File: src/rtl/ss_pkg.sv
package ss_pkg;
  typedef enum logic [1:0] {
    ST_IDLE  = 2'd0,
    ST_DELAY = 2'd1,
    ST_RAMP  = 2'd2,
    ST_DONE  = 2'd3
  } seqState_t;

  typedef struct packed {
    logic clear;    // drop codes to zero (abort)
    logic capture;  // freeze mode, phases and targets
    logic step;     // advance ramping codes by one LSB
  } seqStrobe_t;
endpackage

File: src/rtl/ss_ctrl.sv
module ss_ctrl
  import ss_pkg::*;
#(
  parameter int DELAY_CYCLES = 25000,
  parameter int STEP_CYCLES  = 481
) (
  input  logic       clk,
  input  logic       rstN,
  input  logic       allOk,
  input  logic       railsDone,
  output seqStrobe_t strobe,
  output logic       running,
  output logic       powerGood
);
  localparam int DLY_W  = $clog2(DELAY_CYCLES + 1);
  localparam int TICK_W = $clog2(STEP_CYCLES + 1);
  localparam logic [DLY_W-1:0]  DLY_LAST  = DLY_W'(DELAY_CYCLES - 1);
  localparam logic [TICK_W-1:0] TICK_LAST = TICK_W'(STEP_CYCLES - 1);

  seqState_t state;
  logic [DLY_W-1:0]  delayCnt;
  logic [TICK_W-1:0] tickCnt;

  always_comb begin
    strobe.clear   = !allOk;
    strobe.capture = allOk && (state == ST_IDLE);
    strobe.step    = allOk && (state == ST_RAMP) && (tickCnt == TICK_LAST);
  end

  always_ff @(posedge clk or negedge rstN) begin
    if (!rstN) begin
      state    <= ST_IDLE;
      delayCnt <= '0;
      tickCnt  <= '0;
    end else if (!allOk) begin
      state    <= ST_IDLE;
      delayCnt <= '0;
      tickCnt  <= '0;
    end else begin
      unique case (state)
        ST_IDLE: begin
          state    <= ST_DELAY;
          delayCnt <= '0;
        end
        ST_DELAY: begin
          if (delayCnt == DLY_LAST) begin
            state   <= ST_RAMP;
            tickCnt <= '0;
          end else begin
            delayCnt <= delayCnt + 1'b1;
          end
        end
        ST_RAMP: begin
          if (railsDone) state <= ST_DONE;
          tickCnt <= (tickCnt == TICK_LAST) ? '0 : tickCnt + 1'b1;
        end
        default: state <= ST_DONE;
      endcase
    end
  end

  assign running   = (state != ST_IDLE);
  assign powerGood = (state == ST_DONE);

  AST_ABORT_TO_IDLE: assert property (@(posedge clk) disable iff (!rstN)
    !allOk |=> (state == ST_IDLE));
  AST_NO_START_GATED: assert property (@(posedge clk) disable iff (!rstN)
    (state == ST_IDLE && !allOk) |=> !running);
  AST_PG_NEEDS_DONE: assert property (@(posedge clk) disable iff (!rstN)
    $rose(powerGood) |-> $past(railsDone));
endmodule

File: src/rtl/ss_dpath.sv
module ss_dpath
  import ss_pkg::*;
#(
  parameter int CODE_W = 8
) (
  input  logic              clk,
  input  logic              rstN,
  input  seqStrobe_t        strobe,
  input  logic              enable,
  input  logic              modeSel,
  input  logic              phSense3,
  input  logic              phSense4,
  input  logic [CODE_W-1:0] svTargetCore,
  input  logic [CODE_W-1:0] svTargetNb,
  input  logic [CODE_W-1:0] pvTargetCore,
  output logic [CODE_W-1:0] coreCode,
  output logic [CODE_W-1:0] nbCode,
  output logic              nbActive,
  output logic [1:0]        phaseCnt,
  output logic              railsDone
);
  logic enPrev, modeLatched, enRise, modeNow;
  logic [1:0] phaseNext;
  logic [CODE_W-1:0] coreTgt, nbTgt;

  assign enRise  = enable & ~enPrev;
  assign modeNow = enRise ? modeSel : modeLatched;

  always_comb begin
    if (phSense4 && phSense3)  phaseNext = 2'd1;
    else if (phSense4)         phaseNext = 2'd2;
    else                       phaseNext = 2'd3;
  end

  always_ff @(posedge clk or negedge rstN) begin
    if (!rstN) begin
      enPrev      <= 1'b0;
      modeLatched <= 1'b0;
    end else begin
      enPrev <= enable;
      if (enRise) modeLatched <= modeSel;
    end
  end

  always_ff @(posedge clk or negedge rstN) begin
    if (!rstN) begin
      coreTgt  <= '0;
      nbTgt    <= '0;
      nbActive <= 1'b0;
      phaseCnt <= 2'd3;
    end else if (strobe.capture) begin
      coreTgt  <= modeNow ? svTargetCore : pvTargetCore;
      nbTgt    <= modeNow ? svTargetNb : '0;
      nbActive <= modeNow;
      phaseCnt <= phaseNext;
    end
  end

  always_ff @(posedge clk or negedge rstN) begin
    if (!rstN) begin
      coreCode <= '0;
      nbCode   <= '0;
    end else if (strobe.clear || strobe.capture) begin
      coreCode <= '0;
      nbCode   <= '0;
    end else if (strobe.step) begin
      if (coreCode < coreTgt)            coreCode <= coreCode + 1'b1;
      if (nbActive && (nbCode < nbTgt))  nbCode   <= nbCode + 1'b1;
    end
  end

  assign railsDone = (coreCode == coreTgt) && (!nbActive || (nbCode == nbTgt));

  AST_CORE_BOUND: assert property (@(posedge clk) disable iff (!rstN)
    coreCode <= coreTgt);
  AST_CORE_UNIT_STEP: assert property (@(posedge clk) disable iff (!rstN)
    !strobe.clear |=> (coreCode == $past(coreCode) || coreCode == $past(coreCode) + 1'b1));
  AST_NB_OFF_PARALLEL: assert property (@(posedge clk) disable iff (!rstN)
    !nbActive |-> (nbCode == '0));
  AST_TARGET_FROZEN: assert property (@(posedge clk) disable iff (!rstN)
    !strobe.capture |=> ($stable(coreTgt) && $stable(nbTgt)));
  AST_PHASE_HELD: assert property (@(posedge clk) disable iff (!rstN)
    !strobe.capture |=> $stable(phaseCnt));
  AST_MODE_ON_RISE: assert property (@(posedge clk) disable iff (!rstN)
    !enRise |=> $stable(modeLatched));
endmodule

File: src/rtl/softstart_seq.sv
module softstart_seq
  import ss_pkg::*;
#(
  parameter int CODE_W       = 8,
  parameter int DELAY_CYCLES = 25000,
  parameter int STEP_CYCLES  = 481
) (
  input  logic              clk,
  input  logic              rstN,
  input  logic              biasMainOk,
  input  logic              biasDrvAOk,
  input  logic              biasDrvBOk,
  input  logic              enable,
  input  logic              modeSel,
  input  logic              phSense3,
  input  logic              phSense4,
  input  logic [CODE_W-1:0] svTargetCore,
  input  logic [CODE_W-1:0] svTargetNb,
  input  logic [CODE_W-1:0] pvTargetCore,
  output logic [CODE_W-1:0] coreCode,
  output logic [CODE_W-1:0] nbCode,
  output logic              coreEn,
  output logic              nbEn,
  output logic [1:0]        phaseCnt,
  output logic              powerGood
);
  seqStrobe_t strobe;
  logic allOk, railsDone, running, nbActive;

  assign allOk = biasMainOk & biasDrvAOk & biasDrvBOk & enable;

  ss_ctrl #(
    .DELAY_CYCLES(DELAY_CYCLES),
    .STEP_CYCLES (STEP_CYCLES)
  ) u_ctrl (
    .clk      (clk),
    .rstN     (rstN),
    .allOk    (allOk),
    .railsDone(railsDone),
    .strobe   (strobe),
    .running  (running),
    .powerGood(powerGood)
  );

  ss_dpath #(
    .CODE_W(CODE_W)
  ) u_dpath (
    .clk         (clk),
    .rstN        (rstN),
    .strobe      (strobe),
    .enable      (enable),
    .modeSel     (modeSel),
    .phSense3    (phSense3),
    .phSense4    (phSense4),
    .svTargetCore(svTargetCore),
    .svTargetNb  (svTargetNb),
    .pvTargetCore(pvTargetCore),
    .coreCode    (coreCode),
    .nbCode      (nbCode),
    .nbActive    (nbActive),
    .phaseCnt    (phaseCnt),
    .railsDone   (railsDone)
  );

  assign coreEn = running;
  assign nbEn   = running & nbActive;

  AST_IDLE_NO_PG: assert property (@(posedge clk) disable iff (!rstN)
    !coreEn |-> (!powerGood && coreCode == '0 && nbCode == '0));
endmodule

File: config.mk
export PLATFORM = sky130hd
export DESIGN_NAME = softstart_seq
export DESIGN_NICKNAME = d
export VERILOG_FILES = /design/src/rtl/ss_pkg.sv /design/src/rtl/ss_ctrl.sv /design/src/rtl/ss_dpath.sv /design/src/rtl/softstart_seq.sv
export SDC_FILE = /design/constraint.sdc
export NUM_CORES = 1
export LEC_CHECK = 0
export BUFFER_PORTS_ARGS = -buffer_cell sky130_fd_sc_hd__buf_2
export CORE_ASPECT_RATIO = 2
export CORE_MARGIN = 2
export CORE_UTILIZATION = 45
export CTS_BUF_LIST = sky130_fd_sc_hd__clkbuf_8
export CTS_CLUSTER_DIAMETER = 40
export DETAILED_ROUTE_END_ITERATION = 12
export PLACE_DENSITY = 0.66
export SLEW_MARGIN = 20
export SYNTH_ARGS = -nofsm -noshare
export SYNTH_HDL_FRONTEND = slang
export SYNTH_SLANG_ARGS = --single-unit
File: constraint.sdc
create_clock -name clk -period 3.1 [get_ports clk]
set_input_delay 0 -clock clk [delete_from_list [all_inputs] [get_ports clk]]
set_output_delay 0 -clock clk [all_outputs]
set_load 0.005 [all_outputs]
Word-level counts from Yosys, hierarchy flattened
Cells that the tools add are included.
{"block": "op_classes", "add_sub_neg": 4, "magnitude_cmp": 2, "eq_ne": 12, "muxes": 22, "bitwise": 6, "n_reduce_logical": 20}
{"cell": "8-bit two-way mux", "count": 8}
{"cell": "15-bit two-way mux", "count": 2}
{"cell": "15-bit one-hot mux with 2 select lines", "count": 1}
{"cell": "9-bit two-way mux", "count": 3}
{"cell": "9-bit one-hot mux with 2 select lines", "count": 1}
{"cell": "8-bit by 1-bit adder with 8-bit output, second input constant", "count": 2}
{"cell": "8-bit == test", "count": 2}
{"cell": "8-bit less-than comparator", "count": 2}
{"cell": "15-bit by 1-bit adder with 15-bit output, second input constant", "count": 1}
{"cell": "15-bit == test, second input constant", "count": 1}
{"cell": "3-bit != test, second input constant", "count": 5}
{"cell": "2-bit AND reduction", "count": 5}
{"cell": "9-bit by 1-bit adder with 9-bit output, second input constant", "count": 1}
{"cell": "9-bit == test, second input constant", "count": 1}
{"cell": "2-bit two-way mux", "count": 4}
{"cell": "2-bit nonzero test", "count": 4}
{"cell": "1-bit logical AND", "count": 6}
{"cell": "2-bit one-hot mux with 3 select lines", "count": 1}
{"cell": "1-bit bitwise AND", "count": 5}
{"cell": "2-bit == test, second input constant", "count": 2}
{"cell": "2-bit by 1-bit == test with 1-bit output, second input constant", "count": 1}
{"cell": "1-bit zero test", "count": 2}
{"cell": "2-bit zero test", "count": 1}
{"cell": "1-bit logical OR", "count": 2}
{"cell": "other kinds (2)", "count": 3}
{"block": "totals", "reg_bits": 63, "in_bits": 33, "out_inout_bits": 21, "elab_cells": 77}

Depth between registers and ports, before layout
Gate-level depths: netlist (run 1).
{"block": "logic_depth", "ltp_word": 7, "depth_mapped": 8, "depth_no_buf": 7}

Cells and area by module
Synthesis (run 1) repeated with hierarchy kept, for this count alone.
{"block": "unflattened", "hier_cells": 402, "area_unflattened_um2": 3724.8}
{"module": "ss_dpath", "n_inst": 1, "cells_each": 226, "area_each_um2": 2135.8, "seq_area_each_um2": 928.4}
{"module": "ss_ctrl", "n_inst": 1, "cells_each": 174, "area_each_um2": 1574.0, "seq_area_each_um2": 650.6}
{"module": "softstart_seq", "n_inst": 1, "cells_each": 2, "area_each_um2": 15.0, "seq_area_each_um2": 0.0}

Least setup slack after synthesis (run 1)
OpenSTA, ideal clock, no wires.
{"block": "synth_timing", "path_kind": "register to register", "from": "register u_ctrl.tickCnt[3]", "to": "register u_dpath.coreCode[2]", "setup_time_ns": 0.078, "arrival_time_ns": 2.357, "required_time_ns": 3.022, "path_slack_ns": 0.665, "path_stages_with_launch": 7, "n_path_buf": 1, "synth_period_minus_slack_ns": 2.435, "cell_sequence": "dfrtp_1 > or4b_4 > or2_4 > or4_4 > buf_6 > or4_1 > a21oi_1"}
{"block": "synth_between", "elab_chain_cells": 4}
{"element": "start: declaration", "line": "ss_ctrl.sv:22", "rtl": "logic [TICK_W-1:0] tickCnt;"}
{"element": "start signal: assignment", "line": "ss_ctrl.sv:55", "rtl": "tickCnt <= (tickCnt == TICK_LAST) ? '0 : tickCnt + 1'b1;"}
{"element": "9-bit == test", "line": "ss_ctrl.sv:27", "rtl": "strobe.step = allOk && (state == ST_RAMP) && (tickCnt == TICK_LAST);"}
{"element": "1-bit logical AND", "line": "ss_ctrl.sv:27"}
{"element": "2-bit nonzero test (no line)"}
{"element": "2-bit AND reduction (no line)"}
{"element": "end signal: assignment", "line": "ss_dpath.sv:67", "rtl": "if (coreCode < coreTgt) coreCode <= coreCode + 1'b1;"}
{"element": "end: declaration", "line": "ss_dpath.sv:16", "rtl": "output logic [CODE_W-1:0] coreCode,"}
No other way between the ends.
A chain may end at the register's enable or synchronous reset.

Worst setup path in the final report (run 1)
{"block": "layout_timing", "from": "register u_ctrl.tickCnt[3]", "to": "register u_dpath.coreCode[3]"}
The elaborated chain is that of the path after synthesis.

==> flow_summary_export.csv, run 1 <==
group,metric,value,unit
placement,preCtsSetupSlack,0.557,ns
pwr,seq_power_share,49.0,%
route,first_iter_violations,223,
floorplanning,io_pins,54,
timing,relSlewSlack,42.3,%
cells_and_area,most-common-layout-cells,"dfrtp_1, buf_2, o21ai_0",
global_routing,grt_max_degree,38,
yosys,synth_top_area_share,43.1,%
clock_network,cts.clk_slew.worst_paths,0.07,ns
global_routing,grt_usage,22.7,%
timing,hold_violations,0,
route,dr.pass1.iters,4,
clock_network,cts-htree-levels,3,
pwr,leakagePower,2.06,nW
placement,place_inst,525,
timing,setup-tns-final,0,ns
yosys,synthDistinctLibCells,46,
floorplanning,initial_core_util,46.6,%
pwr,powerDensity,423,nW/µm²
cells_and_area,antenna_cells,0,
floorplanning,core,7600,µm²
clock_network,cts_tree,"built",
cells_and_area,final_area,4390,µm²
setup_path,crit_type,"reg2reg",
yosys,async_reset_ff_share,100,%
timing,finalCritPeriodShare,82.3,%
timing,tightest_slew,0.865,ns
yosys,synth_fp_nets,437,
yosys,ys_ff_latch,63,
cells_and_area,nFillCells,682,
global_routing,overflow,0,
yosys,ys.flop_type,"dfrtp_1",
clock_network,cts_buffers,9,
placement,dpl-instance-area,3920,µm²
timing,rsz0062_at_grt,"no",
yosys,ys_top_cells_by_area,"dfrtp_1, ha_1, o21ai_0",
floorplanning,fp.dieW,66.7,µm
setup_path,cp-start-kind,"register",
placement,finalWeightedCongestion,0.818,
yosys,synth_edf_count,0,
pwr,ir_drop,0.285,mV
clock_network,hold_buffers,29,
yosys,avgSynthCellArea,9.25,µm²
pwr,power_switching_share,27.2,%
worst_hold_path,min_path_type,"in2reg",
pwr,p_sw,0.505,mW
route,vias,3324,
route,routed_wl,9160,µm
timing,min_period,2.55,ns
placement,portBuffers,53,
pwr,intPower,1.35,mW
clock_network,cts_resized,0,
setup_path,cp_max_fo,13,
cells_and_area,final_common_cell,"dfrtp_1",
route,ant_nets,0,
timing,drv_slew,0,
route,drc,0,
global_routing,antenna_found_initial,0,
floorplanning,rows,45,
yosys,yosys_warnings,0,
global_routing,grt_pass1_vias,3304,
cells_and_area,drive_gt1_share,17.2,%
clock_network,clk_latency,0.34,ns
setup_path,worstPathRequired,3.37,ns
clock_network,cts_buffer_depth,2,
timing,finalClockSkew,0.00785,ns
clock_network,postCtsSetupRepairBufs,0,
placement,dpl.hpwl,6430,µm
pwr,p_clk_share,34.4,%
cells_and_area,area_growth,23.9,%
yosys,synthCells,383,
setup_path,worstPathArrival,2.82,ns
cells_and_area,fin_cells,570,
yosys,ys_seq_area_share,44.6,%
timing,setup_viol,0,
cells_and_area,nNetsFinal,525,
global_routing,grt_pass1_wl,15000,µm
floorplanning,die_area,8640,µm²
route,via_per_inst,5.83,
pwr,p_comb_share,16.6,%
timing,setup_ws,0.548,ns
run,cap_violations,0,
yosys,synth_area,3540,µm²
floorplanning,die_h,129,µm
setup_path,endpoint_kind,"register",
cells_and_area,utilization,57.7,%
clock_network,cts_sinks,63,
route,routedWlPerCell,16.1,µm
yosys,synth_top_area_cell,"dfrtp_1",
outcome,status,"finished, final reports clean",
timing,fmax,0.392,GHz
clock_network,root_buffer,"clkbuf_8",
==> area by class of cell <==
class | instances | area, µm² | area share (%)
sequential | 63 | 1580 | 36.0
multi-input combinational | 283 | 1820 | 41.4
tap | 94 | 118 | 2.68
timing repair buffer | 88 | 601 | 13.7
clock inverter | 5 | 23.8 | 0.542
clock buffer | 11 | 151 | 3.45
inverter | 26 | 97.6 | 2.23
==> worst max-delay path: stages, from the launching register on <==
cell     delay (ns)
dfrtp_1        0.43
or4b_4         0.55
or2_4          0.28
or4_4          0.57
or4_1          0.49
a21oi_1        0.16
==> worst paths after layout <==
path | cells after the start | startpoint | endpoint | slack (ns)
setup / recovery | 5 | u_ctrl.tickCnt[3] | u_dpath.coreCode[3] | 0.55
hold reg to reg | 2 | u_dpath.coreTgt[6] | u_dpath.coreTgt[6] | 0.48
hold / removal | 3 | biasDrvAOk | u_ctrl.state[0] | 0.05
max in group asynchronous | 3 | rstN | u_ctrl.delayCnt[8] | 1.92
min in group asynchronous | 2 | rstN | u_dpath.nbCode[3] | 0.29
setup reg to reg | 5 | u_ctrl.tickCnt[3] | u_dpath.coreCode[3] | 0.55
==> metal layers <==
metal  GRT usage, %  wire length, µm  vias up
met1           25.0             3570     1619
li1               -                -     1580
met5              0                0        -
met2           40.0             4940       99
met3           4.51              330       26
met4           12.1              320        0
==> power by group through the flow <==
stage / logic, mW / clock network, mW / registers (mW)
after floorplan: 0.172 / 0 / 0.917
after global placement: 0.257 / 0 / 0.922
after detailed placement: 0.267 / 0 / 0.925
after CTS: 0.307 / 0.656 / 0.909
after global routing: 0.344 / 0.692 / 0.916
final: 0.307 / 0.638 / 0.909
==> logic make-up after synthesis <==
family / share of synthesized area, %
AOI/OAI and AO/OA: 18.2
xor gates and xnor gates: 1.73
adders and majority gates: 7.42
buffers and inverters: 4.13
DFF: 44.6
muxes: 3.11
and+or+nand+nor: 20.8
==> cells in the mapped netlist (2+ instances only) <==
library cell and instances:
dfrtp_1 61, o21ai_0 41, nand2_1 36, nor2_1 28, inv_1 26, ha_1 21
nand3_1 21, a21oi_1 17, nand4_1 14, mux2i_1 11, a22o_1 10, clkbuf_1 9
nor2b_1 7, o31ai_1 7, a31oi_1 6, nor3_1 6, xor2_1 6, and4_1 5
or4_1 5, a211oi_1 4, nor4_1 4, a21o_1 3, a41o_1 3, and2_1 3
a211o_1 2, a31o_2 2, and3_1 2, dfstp_2 2, nand2b_1 2, o211ai_1 2
or3_1 2
==> stage by stage <==
step           hold WS (ns)  power, mW
3_3_place_gp          0.144       1.18
2_1_floorplan        -0.296       1.09
3_5_place_dp          0.153       1.19
6_report             0.0550       1.85
4_1_cts              0.0346       1.87
5_1_grt              0.0933       1.95
==> state kept, by name, indices dropped and copies added, names as in the netlist <==
| signal | cells |
|---|---|
| u_dpath.nbCode | 8 |
| u_dpath.phaseCnt | 2 |
| u_ctrl.state | 2 |
| u_dpath.coreCode | 8 |
| u_dpath.nbTgt | 8 |
| u_ctrl.delayCnt | 15 |
| u_dpath.modeLatched | 1 |
| u_dpath.nbActive | 1 |
| u_ctrl.tickCnt | 9 |
| u_dpath.coreTgt | 8 |
| u_dpath.enPrev | 1 |
Power figures use the tool's default switching activity.
==> inputs of run 2 (changes only) <==
- ABC_AREA: not set -> 1
- PLACE_DENSITY: 0.66 -> 0.67
- clock period: 3.1 -> 2.3 ns (I/O delays scaled with it)
==> run 2 against run 1 <==
Synthesized cell count rose by 51%. Fmax rose by 27%. Critical path depth rose by 2. Register-to-register slack got worse by 0.26 ns. Worst setup slack got worse by 0.26 ns. Sequential share of layout area fell by 4.7 points. Critical path type unchanged. Sequential power rose by 34%. First-iteration DRC count fell by 4.5%. Cell area rose by 15%. Utilization fell by 3.1 points. Non-clock buffer count rose by 1.
==> flow_summary_export.csv, run 2 <==
group,metric,value,unit
route,via_per_inst,5.20,
floorplanning,core,9260,µm²
yosys,synth_top_area_cell,"dfrtp_1",
cells_and_area,final_common_cell,"nand2_1",
timing,hold_violations,0,
yosys,synth_top_area_share,36.0,%
setup_path,worstPathArrival,2.28,ns
route,dr.pass1.iters,6,
cells_and_area,reg_top3,"u_ctrl.delayCnt: 15 flops, u_ctrl.tickCnt: 9 flops",
floorplanning,fp.dieW,72.7,µm
timing,rsz0062_at_grt,"no",
timing,tightest_slew,0.845,ns
timing,setup-tns-final,0,ns
route,vias,4021,
route,drc,0,
pwr,p_comb_share,17.6,%
setup_path,path_cells,"nor2_2 > inv_2 > nor2_4 > buf_4 > nor2_1 > a31oi_1 > dlygate4sd3_1",
clock_network,cts_tree,"built",
cells_and_area,antenna_cells,0,
cells_and_area,multi_input_comb_area,2230,µm²
yosys,synth_edf_count,0,
placement,preCtsSetupSlack,0.532,ns
timing,fmax,0.498,GHz
yosys,synth.top_cells.by_count,"nand2_1, inv_1, nand3_1, dfrtp_1, nor2_1",
cells_and_area,most-common-layout-cells,"nand2_1, inv_1, nand3_1",
floorplanning,die_area,10300,µm²
cells_and_area,regArea,1580,µm²
yosys,synthCells,578,
yosys,ys_ff_latch,63,
global_routing,overflow,0,
route,first_iter_violations,213,
placement,finalWeightedCongestion,0.887,
clock_network,cts_sinks,63,
worst_hold_path,min_path_type,"in2reg",
pwr,intPower,1.79,mW
timing,relSlewSlack,43.7,%
setup_path,crit_type,"reg2reg",
yosys,synth_fp_nets,632,
pwr,power_switching_share,28.2,%
pwr,ir_drop,0.491,mV
global_routing,grt_pass1_vias,3937,
setup_path,worstPathRequired,2.58,ns
clock_network,clk_latency,0.34,ns
timing,finalClockSkew,0.00741,ns
clock_network,root_buffer,"clkbuf_8",
yosys,yosys_warnings,0,
placement,dpl.hpwl,7620,µm
clock_network,cts.clk_slew.worst_paths,0.07,ns
yosys,async_reset_ff_share,100,%
floorplanning,initial_core_util,45.8,%
placement,portBuffers,53,
timing,min_period,2.01,ns
floorplanning,rows,50,
timing,drv_slew,0,
clock_network,cts_buffer_depth,2,
route,ant_nets,0,
pwr,powerDensity,492,nW/µm²
run,cap_violations,0,
yosys,synth_most_common_cell,"nand2_1",
route,routedWlPerCell,13.7,µm
pwr,seq_power_share,49.0,%
floorplanning,die_h,141,µm
cells_and_area,drive_gt1_share,16.7,%
setup_path,cp-start-kind,"register",
pwr,p_clk_share,33.3,%
outcome,status,"finished, final reports clean",
setup_path,slowest_stage,"dlygate4sd3_1",
clock_network,cts-htree-levels,3,
yosys,synthDistinctLibCells,32,
cells_and_area,largest_reg_flops,15,
yosys,ys_seq_area_share,37.2,%
setup_path,cp_max_fo,21,
timing,setup_viol,0,
cells_and_area,nNetsFinal,720,
pwr,leakagePower,2.69,nW
yosys,avgSynthCellArea,7.34,µm²
global_routing,grt_usage,21.9,%
yosys,synth_area,4240,µm²
pwr,p_sw,0.700,mW
global_routing,antenna_found_initial,0,
route,routed_wl,10600,µm
global_routing,grt_max_degree,64,
cells_and_area,nFillCells,868,
floorplanning,io_pins,54,
cells_and_area,area_growth,19.1,%
cells_and_area,regMostFlops,"u_ctrl.delayCnt",
yosys,ys_top_cells_by_area,"dfrtp_1, nand2_1, nand3_1",
timing,finalCritPeriodShare,87.3,%
timing,setup_ws,0.293,ns
clock_network,cts_buffers,9,
setup_path,endpoint_kind,"register",
setup_path,max_stage_delay,0.59,ns
yosys,ys.flop_type,"dfrtp_1",
global_routing,grt_pass1_wl,17700,µm
-- run 2: cell count changes after synthesis, sizes merged, moves of 14 or more --
cell,previous run,this run
nand2,36,169
inv,26,89
nand3,21,82
nor2,28,64
o21ai,42,25
a21oi,17,3
-- run 2: worst max-delay path: cells and delay by family, from the launching register on --
| kind | cells | cell delay, ns |
|---|---|---|
| buf+inv | 3 | 0.93 |
| compound gates | 1 | 0.13 |
| flops | 1 | 0.44 |
| simple gates | 3 | 0.45 |
-- run 2: final timing paths --
| path | from | end | slack [ns] | cells after the start |
|---|---|---|---|---|
| setup / recovery | u_ctrl.state[0] | u_dpath.phaseCnt[1] | 0.29 | 7 |
| hold / removal | biasDrvAOk | u_ctrl.delayCnt[6] | 0.11 | 3 |
| setup reg to reg | u_ctrl.state[0] | u_dpath.phaseCnt[1] | 0.29 | 7 |
| hold reg to reg | u_dpath.phaseCnt[0] | u_dpath.phaseCnt[0] | 0.51 | 2 |
| max in group asynchronous | rstN | u_dpath.coreTgt[0] | 1.37 | 3 |
| min in group asynchronous | rstN | u_ctrl.tickCnt[4] | 0.38 | 3 |
-- run 2: what timing repair did --
action / in CTS / in global routing
setup endpoints to repair: 0 / 9
endpoints found under the hold margin: 80 / 0
buffers inserted: 0 / 2
hold buffers: 29 / 0
resized for setup: 0 / 1
-- run 2: per-stage QoR --
stage / total power, mW / area (µm²) / utilization [%] / std cells / hold WS [ns]
floorplan: 1.47 / 4240 / - / 578 / -0.296
global placement: 1.57 / 4570 / 49.4 / 728 / 0.160
detailed placement: 1.59 / 4570 / 49.4 / 728 / 0.172
CTS: 2.50 / 5020 / 54.2 / 772 / 0.0972
global route: 2.62 / 5050 / 54.6 / 774 / 0.123
finish: 2.49 / 5050 / 54.6 / 774 / 0.113
-- run 2: cell type report --
class	instances	area share, %
tap	104	2.58
clock inverter	5	0.396
multi-input combinational	414	44.1
inverter	89	6.61
timing repair buffer	89	12.3
sequential	63	31.3
clock buffer	10	2.72
-- run 2: power by group through the flow --
| stage | Combinational [mW] | Clock [mW] | Sequential (mW) |
|---|---|---|---|
| 6_report | 0.438 | 0.829 | 1.22 |
| 5_1_grt | 0.502 | 0.897 | 1.23 |
| 4_1_cts | 0.435 | 0.843 | 1.22 |
| 3_5_place_dp | 0.353 | 0 | 1.24 |
| 3_3_place_gp | 0.338 | 0 | 1.24 |
| 2_1_floorplan | 0.234 | 0 | 1.23 |
-- run 2: cell families after synthesis --
| group | Yosys count | share of synthesized area, % |
|---|---|---|
| flops | 63 | 37.2 |
| simple gates | 345 | 39.4 |
| fa+ha+maj | 21 | 6.19 |
| compound gates | 40 | 5.16 |
| buf+inv | 101 | 10.4 |
| xor+xnor | 8 | 1.65 |
-- run 2: per-layer routing --
metal | vias up | track usage [%] | wire (µm)
met2 | 71 | 41.7 | 6090
met3 | 17 | 3.27 | 250
met4 | 0 | 10.6 | 279
met1 | 1900 | 22.2 | 3970
li1 | 2033 | - | -
met5 | - | 0 | 0
